[config.mk]
export PLATFORM = sky130hd
export DESIGN_NAME = flash_coarse_ctrl
export DESIGN_NICKNAME = d
export VERILOG_FILES = /design/src/rtl/flash_tune_pkg.sv /design/src/rtl/cmp_window_timer.sv /design/src/rtl/band_capture.sv /design/src/rtl/mode_oneshot.sv /design/src/rtl/flash_coarse_ctrl.sv
export SDC_FILE = /design/constraint.sdc
export NUM_CORES = 1
export LEC_CHECK = 0
export BUFFER_PORTS_ARGS = -buffer_cell sky130_fd_sc_hd__clkbuf_2
export CAP_MARGIN = 20
export CELL_PAD_IN_SITES_DETAIL_PLACEMENT = 1
export CELL_PAD_IN_SITES_GLOBAL_PLACEMENT = 2
export CORE_ASPECT_RATIO = 0.9
export CORE_MARGIN = 5
export CORE_UTILIZATION = 30
export CTS_CLUSTER_DIAMETER = 60
export CTS_CLUSTER_SIZE = 20
export DETAILED_ROUTE_END_ITERATION = 8
export GPL_ROUTABILITY_DRIVEN = 1
export MAX_ROUTING_LAYER = met4
export PLACE_DENSITY = 0.79
export SLEW_MARGIN = 20
export SYNTH_ARGS = -nofsm -noshare
export SYNTH_HDL_FRONTEND = slang
export SYNTH_SLANG_ARGS = --single-unit
[constraint.sdc]
create_clock -name clk -period 4.65 [get_ports clk]
set_clock_uncertainty 0.05 [all_clocks]
set_input_delay 1.395 -clock clk [delete_from_list [all_inputs] [get_ports clk]]
set_output_delay 1.395 -clock clk [all_outputs]
set_load 0.01 [all_outputs]
[src/rtl/flash_tune_pkg.sv]
package flash_tune_pkg;

    localparam int N_FLAGS = 7;
    localparam int BAND_W  = $clog2(N_FLAGS + 1);

    typedef logic [BAND_W-1:0]  band_t;
    typedef logic [N_FLAGS-1:0] flags_t;

    typedef enum logic {
        MODE_FINE   = 1'b0,
        MODE_COARSE = 1'b1
    } loop_mode_e;

    // Result of sampling the comparator bank at a window close
    typedef struct packed {
        logic  trig;   // new band accepted, start pulse
        logic  kill;   // timeout, stop coarse tuning
        band_t band;
    } capture_t;

    // Top-most set flag wins; lower flags are discarded.
    function automatic band_t top_flag_band(input flags_t f);
        band_t b;
        b = '0;
        for (int i = 0; i < N_FLAGS; i++) begin
            if (f[i]) b = band_t'(i + 1);
        end
        return b;
    endfunction

endpackage

[src/rtl/cmp_window_timer.sv]
module cmp_window_timer #(
    parameter int WINDOW_CYC = 4
) (
    input  logic clk,
    input  logic rst,
    output logic win_end
);
    localparam int WIN_W = $clog2(WINDOW_CYC + 1);

    logic [WIN_W-1:0] wcnt;

    always_ff @(posedge clk) begin
        if (rst) begin
            wcnt <= '0;
        end else if (win_end) begin
            wcnt <= '0;
        end else begin
            wcnt <= wcnt + 1'b1;
        end
    end

    assign win_end = !rst && (wcnt == WIN_W'(WINDOW_CYC - 1));

    generate
        if (WINDOW_CYC > 1) begin : g_gap
            // the strobe is a single cycle
            p_strobe_single_r2: assert property (@(posedge clk) disable iff (rst)
                win_end |=> !win_end);
        end
    endgenerate

endmodule

[src/rtl/band_capture.sv]
module band_capture
    import flash_tune_pkg::*;
(
    input  logic     clk,
    input  logic     rst,
    input  logic     win_end,
    input  flags_t   flags,
    input  logic     timeout,
    output capture_t cap
);
    band_t band_q;
    band_t band_new;

    assign band_new = top_flag_band(flags);

    always_comb begin
        cap.band = band_q;
        cap.kill = win_end && timeout;
        cap.trig = win_end && !timeout && (band_new != band_q);
    end

    always_ff @(posedge clk) begin
        if (rst) begin
            band_q <= '0;
        end else if (cap.trig) begin
            band_q <= band_new;
        end
    end

    // the band moves only at a window close
    p_band_only_at_close_r2: assert property (@(posedge clk) disable iff (rst)
        !win_end |=> $stable(band_q));

    // a timeout freezes the band
    p_timeout_holds_band_r9: assert property (@(posedge clk) disable iff (rst)
        (win_end && timeout) |=> $stable(band_q));

    // accept and kill never coincide
    p_trig_kill_excl_r9: assert property (@(posedge clk) disable iff (rst)
        !(cap.trig && cap.kill));

endmodule

[src/rtl/mode_oneshot.sv]
module mode_oneshot
    import flash_tune_pkg::*;
#(
    parameter int HOLD_CYC = 10
) (
    input  logic       clk,
    input  logic       rst,
    input  logic       trig,
    input  logic       kill,
    output loop_mode_e mode
);
    localparam int CNT_W = $clog2(HOLD_CYC + 1);

    logic [CNT_W-1:0] remain;

    always_ff @(posedge clk) begin
        if (rst) begin
            remain <= '0;
        end else if (kill) begin
            remain <= '0;
        end else if (trig) begin
            remain <= CNT_W'(HOLD_CYC);
        end else if (remain != '0) begin
            remain <= remain - 1'b1;
        end
    end

    assign mode = (remain != '0) ? MODE_COARSE : MODE_FINE;

    // a trigger always yields coarse mode next cycle
    p_trig_enters_coarse_r6: assert property (@(posedge clk) disable iff (rst)
        trig |=> (mode == MODE_COARSE));

    // a timeout always leaves coarse mode
    p_kill_exits_coarse_r9: assert property (@(posedge clk) disable iff (rst)
        kill |=> (mode == MODE_FINE));

    // without a trigger, fine mode never turns into coarse mode
    p_no_spurious_pulse_r7: assert property (@(posedge clk) disable iff (rst)
        (mode == MODE_FINE && !trig) |=> (mode == MODE_FINE));

endmodule

[src/rtl/flash_coarse_ctrl.sv]
module flash_coarse_ctrl
    import flash_tune_pkg::*;
#(
    parameter int WINDOW_CYC = 4,
    parameter int HOLD_CYC   = 10
) (
    input  logic                clk,
    input  logic                rst,
    input  logic [N_FLAGS-1:0]  cmp_high,
    input  logic                cmp_timeout,
    output logic                cmp_restart,
    output logic [BAND_W-1:0]   band_code,
    output logic                coarse_mode
);
    logic       win_end;
    capture_t   cap;
    loop_mode_e mode;

    cmp_window_timer #(.WINDOW_CYC(WINDOW_CYC)) u_timer (
        .clk     (clk),
        .rst     (rst),
        .win_end (win_end)
    );

    band_capture u_capture (
        .clk     (clk),
        .rst     (rst),
        .win_end (win_end),
        .flags   (cmp_high),
        .timeout (cmp_timeout),
        .cap     (cap)
    );

    mode_oneshot #(.HOLD_CYC(HOLD_CYC)) u_oneshot (
        .clk  (clk),
        .rst  (rst),
        .trig (cap.trig),
        .kill (cap.kill),
        .mode (mode)
    );

    assign cmp_restart = win_end;
    assign band_code   = cap.band;
    assign coarse_mode = (mode == MODE_COARSE);

    // every band step is accompanied by coarse mode
    p_step_means_coarse_r6: assert property (@(posedge clk) disable iff (rst)
        !$stable(band_code) |-> coarse_mode);

    // reset state seen one cycle after reset
    p_reset_state_r1: assert property (@(posedge clk)
        $past(rst) |-> (band_code == '0 && !coarse_mode));

endmodule

==> metrics.txt, run 1 <==
run status=finished clean; Die Height=50.5 microns; Worst Hold Margin=0.383 ns; antenna violations before repair=0; Post-route DRC=0; maximum number of pins on one net before global-route repair=11; total number of vias=512; number of global-route vias before repair=476; share of the clock period used by the worst path=71.1%; Finished Core Util=38.8%; average wire length per cell after detail routing=11.2 microns; Detailed Place HPWL=965 microns; initial detailed-routing violation count=15; number of nets in the layout=94; Post-CTS Repair Setup Buffers=0; final hold viol count=0; pre-CTS WS=1.34 ns; number of storage elements in the synthesis netlist=10; post-layout min period=3.31 ns; library cells used by synthesis=25; cell row count=14; number of max-cap violations=0; relative max-transition margin=76.1%; first-pass GRT wire length=2060 microns; total congestion overflow=0; nature of the critical path startpoint=input pin; Routed WL=1170 microns; share of layout cells above drive strength 1=23.8%; Detail Route Antenna Nets=0; most frequent cells in the layout=sky130_fd_sc_hd__clkbuf_2, sky130_fd_sc_hd__nor2_1, sky130_fd_sc_hd__dfxtp_1; area of the mapped netlist=548 sq um; TritonCTS Buffers=3; critical path class=input pin to output port; number of antenna repair diodes=0; largest fanout on the critical path=10; syn_area_per_cell=8.56 sq um; Hold WC Path Type=flip-flop to flip-flop; kind of end point of the critical path=output port; data arrival at the endpoint of the critical path=1.86 ns; most common cell after layout, fill and taps aside=sky130_fd_sc_hd__clkbuf_2; net count of the mapped netlist=76; total routing usage reported by global routing=10.3%; width of the chip=55.1 microns; portion of the post-synthesis area used by sequential elements=36.5%; worst-skew pair later-pin latency=0.25 ns; total of endpoints with negative setup slack in the final report=0; # port buffers=14; Core Region=0.00170 sq mm; Starting Density=32.3%; maximum VDD drop=0.192 mV; number of clock sinks=10; transition time of the tightest slew-check pin=0.355 ns; TritonCTS clock tree=done; number of iterations in the first detailed-routing pass=4; Vias/cell=4.92; unrepaired setup endpoints after global routing=no; WP data required=3.20 ns; leakage power=0.000304 uW; Fmax=0.303 GHz; setup TNS after final layout=0 ns; Gate Count Post-Synth=64; relative area change from synthesis to final layout=20.3%; hold-fix buffers at CTS=0; Resized Gates After CTS=0; power per cell area=288 mW/mm^2; Longest Clk Path Bufs=2; H-tree depth reported by CTS=1; number of top-level pins=15; Placer Congestion=0.735; clock root buffer=sky130_fd_sc_hd__clkbuf_4; worst setup margin=1.34 ns; number of pins with negative max-slew slack in the final report=0; clock slew at reported path FFs=0.06 ns; Die Outline Area=0.00278 sq mm; warning count from the yosys run=0
## stage by stage
stage	std cells	power (uW)	area (sq um)
2_1_floorplan	64	124	548
6_report	104	190	659
4_1_cts	104	194	659
3_5_place_dp	101	137	637
5_1_grt	104	207	659
3_3_place_gp	101	137	637
## path summary, 6_finish.rpt
| kind | startpoint | to | slack [ns] | depth (start not counted) |
|---|---|---|---|---|
| worst max-delay path | rst | cmp_restart | 1.34 | 3 |
| worst min-delay path | u_timer.wcnt[0] | u_timer.wcnt[0] | 0.38 | 1 |
| worst max register to register | u_timer.wcnt[0] | u_capture.band_q[1] | 2.97 | 5 |
| worst min register to register | u_timer.wcnt[0] | u_timer.wcnt[0] | 0.38 | 1 |
## synth_stat cells
library cell                 n  area [sq um]
sky130_fd_sc_hd__and2_1      1          6.26
sky130_fd_sc_hd__nor3_1      4          20.0
sky130_fd_sc_hd__mux2i_1     3          30.0
sky130_fd_sc_hd__o21bai_1    1          7.51
sky130_fd_sc_hd__o21a_1      1          7.51
sky130_fd_sc_hd__or3_1       1          6.26
sky130_fd_sc_hd__nand2_1     3          11.3
sky130_fd_sc_hd__o21ai_0     5          25.0
sky130_fd_sc_hd__a211oi_2    1          12.5
sky130_fd_sc_hd__a2bb2oi_1   1          8.76
sky130_fd_sc_hd__nor2_1     10          37.5
sky130_fd_sc_hd__dfxtp_1    10           200
sky130_fd_sc_hd__ha_1        2          25.0
sky130_fd_sc_hd__nor2b_1     5          31.3
sky130_fd_sc_hd__buf_6       1          11.3
sky130_fd_sc_hd__nor3b_1     1          7.51
sky130_fd_sc_hd__o31ai_1     1          7.51
sky130_fd_sc_hd__inv_1       2          7.51
sky130_fd_sc_hd__a21oi_1     3          15.0
sky130_fd_sc_hd__a21o_1      2          15.0
sky130_fd_sc_hd__nor3_2      1          10.0
sky130_fd_sc_hd__o211a_1     2          20.0
sky130_fd_sc_hd__a311oi_1    1          8.76
sky130_fd_sc_hd__a211oi_1    1          7.51
sky130_fd_sc_hd__o31a_1      1          8.76
## per-layer routing
layer	track usage [%]	up-vias	part of all wire, %	wire length (microns)
li1	-	265	-	-
met1	14.6	236	53	613
met2	13.4	9	42	495
met3	3.25	2	4.4	51
met4	3.64	0	0.51	6
met5	-	-	0	0
## cell type report
type,instances,area (sq um)
fill,233,1040
inverter,2,7.51
tap,24,30.0
sequential,10,200
timing repair buffer,14,70.1
multi-input combinational,51,329
clock buffer,3,22.5
## registers in the layout, summed over array words and instances (netlist names)
signal and cells:
u_capture.band_q 3, u_oneshot.remain 4, u_timer.wcnt 3
## worst max-delay path, stage by stage
cell and delay [ns]:
sky130_fd_sc_hd__clkbuf_2 0.18, sky130_fd_sc_hd__nor2b_1 0.15, sky130_fd_sc_hd__clkbuf_2 0.14
## cells by family after synthesis
logic type               after synthesis  share of synthesized area (%)
AO/OA/AOI/OAI                         20                           26.3
flip-flops                            10                           36.5
buffers and inverters                  3                           3.43
multiplexers                           3                           5.48
adder cells (fa/ha/maj)                2                           4.57
AND/OR/NAND/NOR                       26                           23.7
## where the power goes
part | switching, uW | internal (uW)
Combinational | 20.9 | 17.5
Clock | 25.3 | 29.7
Sequential | 4.47 | 92.2
Total | 50.6 | 139
Note: power is estimated with default switching activity, not from simulation.
==> run 2: changes to the inputs <==
Settings changed: CORE_UTILIZATION 30 to 25, PLACE_DENSITY 0.79 to 0.7.
Clock period 4.65 ns to 2.7 ns, I/O delays scaled along.
==> run 2 against run 1 <==
- first-iteration DRC count fell by 27%
- via count rose by 3.5%
- total power rose by 96%
- die area rose by 16%
- global-route usage fell by 1.1 points
- routed wire length rose by 9.2%
- critical path type is now flip-flop to output port
- critical endpoint unchanged
==> metrics.txt, run 2 (synthesis gave the netlist of run 1 again) <==
Hold WC Path Type=flip-flop to flip-flop (unchanged); largest fanout on the critical path=8 (was 10); transition time of the tightest slew-check pin=0.399 ns (was 0.355 ns); maximum VDD drop=0.286 mV (was 0.192 mV); share of layout cells above drive strength 1=24.7% (was 23.8%); number of global-route vias before repair=473 (was 476); total routing usage reported by global routing=9.22% (was 10.3%); power per cell area=549 mW/mm^2 (was 288 mW/mm^2); data arrival at the endpoint of the critical path=1.36 ns (was 1.86 ns); max reg flops=4 (unchanged); initial detailed-routing violation count=11 (was 15); setup TNS after final layout=0 ns (unchanged); Die Outline Area=0.00323 sq mm (was 0.00278 sq mm); register bank with the most flops=u_oneshot.remain (unchanged); share of the clock period used by the worst path=82.1%; width of the chip=59.4 microns (was 55.1 microns); first-pass GRT wire length=2080 microns (was 2060 microns); start point of the worst hold path=u_timer.wcnt[0] (unchanged); total of endpoints with negative setup slack in the final report=0 (unchanged); TritonCTS clock tree=done (unchanged); clock root buffer=sky130_fd_sc_hd__clkbuf_4 (unchanged); relative area change from synthesis to final layout=23.5% (was 20.3%); Vias/cell=4.91 (was 4.92); Finished Core Util=31.6% (was 38.8%); cell row count=16 (was 14); Longest Clk Path Bufs=2 (unchanged); average wire length per cell after detail routing=11.8 microns (was 11.2 microns); post-layout min period=2.22 ns; beginning of the critical path=u_timer.wcnt[0] (was rst); Fmax=0.451 GHz; most common cell after layout, fill and taps aside=sky130_fd_sc_hd__clkbuf_2 (unchanged); kind of end point of the critical path=output port (unchanged); total number of vias=530 (was 512); number of clock sinks=10 (unchanged); Post-CTS Repair Setup Buffers=0 (unchanged); number of pins with negative max-slew slack in the final report=0 (unchanged); Starting Density=25.6% (was 32.3%); number of antenna repair diodes=0 (unchanged); largest registers=u_oneshot.remain: 4 flops, u_capture.band_q: 3 flops, u_timer.wcnt: 3 flops (unchanged); Detail Route Antenna Nets=0 (unchanged); leakage power=0.000312 uW (was 0.000304 uW); Detailed Place HPWL=1020 microns (was 965 microns); TritonCTS Buffers=3 (unchanged); total congestion overflow=0 (unchanged); number of iterations in the first detailed-routing pass=4 (unchanged); final hold viol count=0 (unchanged); clock slew at reported path FFs=0.06 ns (about the same); number of max-cap violations=0 (unchanged); number of top-level pins=15 (unchanged); Post-route DRC=0 (unchanged); unrepaired setup endpoints after global routing=no (unchanged); startpoint of the worst-slack reg-to-reg timing path=u_timer.wcnt[0] (unchanged); relative max-transition margin=73.3% (was 76.1%); Routed WL=1270 microns (was 1170 microns); WP data required=1.84 ns (was 3.20 ns); Core Region=0.00214 sq mm (was 0.00170 sq mm); # port buffers=14 (unchanged); most frequent cells in the layout=sky130_fd_sc_hd__clkbuf_2, sky130_fd_sc_hd__nor2_1, sky130_fd_sc_hd__dfxtp_1 (unchanged); worst-skew pair later-pin latency=0.28 ns (was 0.25 ns); run status=finished clean (unchanged); nature of the critical path startpoint=flip-flop (was input pin); number of nets in the layout=94 (unchanged); Die Height=54.4 microns (was 50.5 microns); H-tree depth reported by CTS=1 (unchanged); Resized Gates After CTS=0 (unchanged); critical path class=flip-flop to output port (was input pin to output port); Placer Congestion=0.654 (was 0.735); hold-fix buffers at CTS=0 (unchanged); fillcell total=269 (was 233); maximum number of pins on one net before global-route repair=11 (unchanged); antenna violations before repair=0 (unchanged)
## run 2: cell count changes in the layout (fill, tap and decap cells not counted), sizes merged
cell / change
clkbuf: +1
## run 2: area by class of cell
class	count	area, sq um	share of cell area, %
Clock buffer	4	36.3	5.36
Inverter	2	7.51	1.11
Multi-Input combinational cell	51	329	48.6
Sequential cell	10	200	29.6
Tap cell	27	33.8	4.99
Timing Repair Buffer	14	70.1	10.4
## run 2: through the flow
| step | cell area (sq um) | hold WS (ns) | setup slack [ns] | cells | power [uW] |
|---|---|---|---|---|---|
| after floorplan | 548 | 0.353 | 0.715 | 64 | 213 |
| after global routing | 677 | 0.407 | 0.322 | 108 | 396 |
| after detailed placement | 641 | 0.378 | 0.525 | 104 | 237 |
| final | 677 | 0.377 | 0.482 | 108 | 372 |
| after global placement | 641 | 0.371 | 0.554 | 104 | 235 |
| after CTS | 677 | 0.388 | 0.459 | 108 | 380 |
## run 2: worst max-delay path, stage by stage, from the launching register on
cell	delay, ns
sky130_fd_sc_hd__dfxtp_1	0.33
sky130_fd_sc_hd__ha_1	0.15
sky130_fd_sc_hd__ha_1	0.28
sky130_fd_sc_hd__nor2b_1	0.17
sky130_fd_sc_hd__clkbuf_2	0.14
## run 2: final timing paths
check	to	cells after the start	slack, ns
hold / removal	u_timer.wcnt[0]	1	0.38
hold reg to reg	u_timer.wcnt[0]	1	0.38
setup reg to reg	u_capture.band_q[1]	5	1.03
setup / recovery	cmp_restart	4	0.48
## run 2: metal layers
layer  vias to the layer above  wire length [microns]  track usage, %
met5                         -                      0               -
met3                         2                     79            4.95
met1                       255                    563            9.66
li1                        264                      -               -
met2                         9                    609            14.7
met4                         0                     21            3.40
## run 2: power breakdown
| part | total, uW | internal [uW] | switching, uW |
|---|---|---|---|
| clock | 140 | 82.2 | 57.3 |
| combinational | 65.5 | 30.1 | 35.4 |
| sequential | 166 | 159 | 7.90 |
| total | 372 | 271 | 101 |
==> run 3: changes to the inputs <==
Settings changed: ABC_AREA from default to 1, PLACE_DENSITY 0.7 to 0.73.
Clock period 2.7 ns to 2.28 ns, I/O delays scaled along.
==> run 3 against run 2 <==
- non-clock buffer count stayed put
- clock power is 18% higher
- sequential cell count stayed put
- largest power group unchanged
==> metrics.txt, run 3 <==
post-layout min period=2.03 ns; Detail Route Antenna Nets=0 (unchanged); number of iterations in the first detailed-routing pass=1 (was 4); total number of vias=524 (was 530); library cells used by synthesis=18 (was 25); warning count from the yosys run=0 (unchanged); share of layout cells above drive strength 1=30.6% (was 24.7%); share of synthesized registers carrying an async set or reset=0% (unchanged); Detailed Place HPWL=1020 microns (about the same); post-synthesis cell type with the largest combined area=sky130_fd_sc_hd__dfxtp_1 (unchanged); final hold viol count=0 (unchanged); clock root buffer=sky130_fd_sc_hd__clkbuf_4 (unchanged); H-tree depth reported by CTS=1 (unchanged); first-pass GRT wire length=1970 microns (was 2080 microns); net count of the mapped netlist=92 (was 76); syn_area_per_cell=6.76 sq um (was 8.56 sq um); width of the chip=59.0 microns (was 59.4 microns); number of nets in the layout=111 (was 94); number of clock sinks=10 (unchanged); Worst Hold Margin=0.381 ns (was 0.377 ns); total of endpoints with negative setup slack in the final report=0 (unchanged); number of pins with negative max-slew slack in the final report=0 (unchanged); number of max-cap violations=0 (unchanged); Hold WC Path Type=flip-flop to flip-flop (unchanged); area share of the largest cell type after synthesis=37.0% (was 36.5%); max reg flops=4 (unchanged); average wire length per cell after detail routing=9.47 microns (was 11.8 microns); antenna violations before repair=0 (unchanged); register bank with the most flops=u_oneshot.remain (unchanged); nature of the critical path startpoint=flip-flop (unchanged); kind of end point of the critical path=output port (unchanged); # port buffers=14 (unchanged); leakage power=0.000357 uW (was 0.000312 uW); number of top-level pins=15 (unchanged); most common cell after layout, fill and taps aside=sky130_fd_sc_hd__nand2_1 (was sky130_fd_sc_hd__clkbuf_2); relative area change from synthesis to final layout=25.9% (was 23.5%); Resized Gates After CTS=0 (unchanged); Starting Density=25.5% (was 25.6%); Gate Count Post-Synth=80 (was 64); cell row count=16 (unchanged); setup TNS after final layout=0 ns (unchanged); run status=finished clean (unchanged); number of global-route vias before repair=534 (was 473); most used standard cells in the synthesized netlist=sky130_fd_sc_hd__nand2_1, sky130_fd_sc_hd__inv_1, sky130_fd_sc_hd__dfxtp_1 (was sky130_fd_sc_hd__dfxtp_1, sky130_fd_sc_hd__nor2_1, sky130_fd_sc_hd__nor2b_1, sky130_fd_sc_hd__o21ai_0, sky130_fd_sc_hd__nor3_1); Longest Clk Path Bufs=2 (unchanged); worst-skew pair later-pin latency=0.28 ns (about the same); most used flip-flop cell after synthesis=sky130_fd_sc_hd__dfxtp_1 (unchanged); pre-CTS WS=0.448 ns (was 0.525 ns); power per cell area=600 mW/mm^2 (was 549 mW/mm^2); largest registers=u_oneshot.remain: 4 flops, u_capture.band_q: 3 flops, u_timer.wcnt: 3 flops (unchanged); Die Outline Area=0.00319 sq mm (was 0.00323 sq mm); Die Height=54.1 microns (was 54.4 microns); number of antenna repair diodes=0 (unchanged); ranking of synthesized cells by area=sky130_fd_sc_hd__dfxtp_1, sky130_fd_sc_hd__nand2_1, sky130_fd_sc_hd__inv_1 (was sky130_fd_sc_hd__dfxtp_1, sky130_fd_sc_hd__nor2_1, sky130_fd_sc_hd__nor2b_1); number of storage elements in the synthesis netlist=10 (unchanged); Post-CTS Repair Setup Buffers=0 (unchanged); most frequent cells in the layout=sky130_fd_sc_hd__nand2_1, sky130_fd_sc_hd__inv_1, sky130_fd_sc_hd__clkbuf_2 (was sky130_fd_sc_hd__clkbuf_2, sky130_fd_sc_hd__nor2_1, sky130_fd_sc_hd__dfxtp_1); maximum VDD drop=0.263 mV (was 0.286 mV); initial detailed-routing violation count=0 (was 11); Placer Congestion=0.697 (was 0.654); TritonCTS clock tree=done (unchanged); portion of the post-synthesis area used by sequential elements=37.0% (was 36.5%); transition time of the tightest slew-check pin=0.383 ns (was 0.399 ns); EDFF count, synth=0 (unchanged); Post-route DRC=0 (unchanged); total routing usage reported by global routing=9.19% (was 9.22%); clock slew at reported path FFs=0.07 ns (was 0.06 ns); WP data required=1.55 ns (was 1.84 ns); most frequently used cell type in the post-synthesis netlist=sky130_fd_sc_hd__nand2_1; maximum number of pins on one net before global-route repair=7 (was 11); unrepaired setup endpoints after global routing=no (unchanged); share of the clock period used by the worst path=89.1%; Vias/cell=4.19 (was 4.91); worst setup margin=0.248 ns (was 0.482 ns); critical path class=flip-flop to output port (unchanged); area of the mapped netlist=541 sq um (was 548 sq um); largest fanout on the critical path=3 (was 8); data arrival at the endpoint of the critical path=1.30 ns (was 1.36 ns); relative max-transition margin=74.2% (was 73.3%); Fmax=0.492 GHz; TritonCTS Buffers=3 (unchanged); Routed WL=1180 microns (was 1270 microns); Core Region=0.00212 sq mm (was 0.00214 sq mm); total congestion overflow=0 (unchanged); hold-fix buffers at CTS=0 (unchanged)
## run 3: logic make-up after synthesis
family | count (synthesis) | share of synthesized area (%)
buffers and inverters | 18 | 12.5
adders and majority gates | 2 | 4.63
DFF | 10 | 37.0
AOI/OAI and AO/OA | 9 | 9.03
xor gates and xnor gates | 1 | 1.62
and+or+nand+nor | 39 | 33.3
muxes | 1 | 1.85
## run 3: worst paths after layout
path	from	to	slack, ns	cells after the start
worst max-delay path	u_oneshot.remain[0]	coarse_mode	0.25	4
worst min register to register	u_timer.wcnt[0]	u_timer.wcnt[0]	0.38	1
worst max register to register	u_timer.wcnt[0]	u_oneshot.remain[2]	0.85	7
worst min-delay path	u_timer.wcnt[0]	u_timer.wcnt[0]	0.38	1
## run 3: worst max-delay path, stage by stage (launching register included)
cell,delay [ns]
sky130_fd_sc_hd__dfxtp_1,0.33
sky130_fd_sc_hd__nor2_1,0.19
sky130_fd_sc_hd__nand2_1,0.11
sky130_fd_sc_hd__or2_1,0.25
sky130_fd_sc_hd__clkbuf_2,0.14
## run 3: routing by layer
layer / track usage [%] / up-vias / share of wire [%]
met1: 7.18 / 235 / 40
met4: 6.79 / 0 / 2.7
met3: 5.04 / 5 / 5.2
li1: - / 277 / -
met2: 16.2 / 7 / 52
met5: - / - / 0
## run 3: per-stage QoR
step	util (%)	total power, uW	cells	cell area [sq um]
floorplan	-	228	80	541
global placement	30.4	246	121	644
detailed placement	30.4	250	121	644
CTS	32.1	419	125	681
global route	32.1	434	125	681
finish	32.1	409	125	681
## run 3: cell type report
class	count	area, sq um
Clock buffer	4	36.3
Fill cell	289	1440
Inverter	18	67.6
Multi-Input combinational cell	52	273
Sequential cell	10	200
Tap cell	27	33.8
Timing Repair Buffer	14	70.1
## run 3: report_power, final
group / internal (uW) / total [uW] / switching (uW)
clock network: 97.3 / 165 / 67.5
logic: 23.1 / 56.7 / 33.6
registers: 183 / 187 / 4.06
total: 304 / 409 / 105
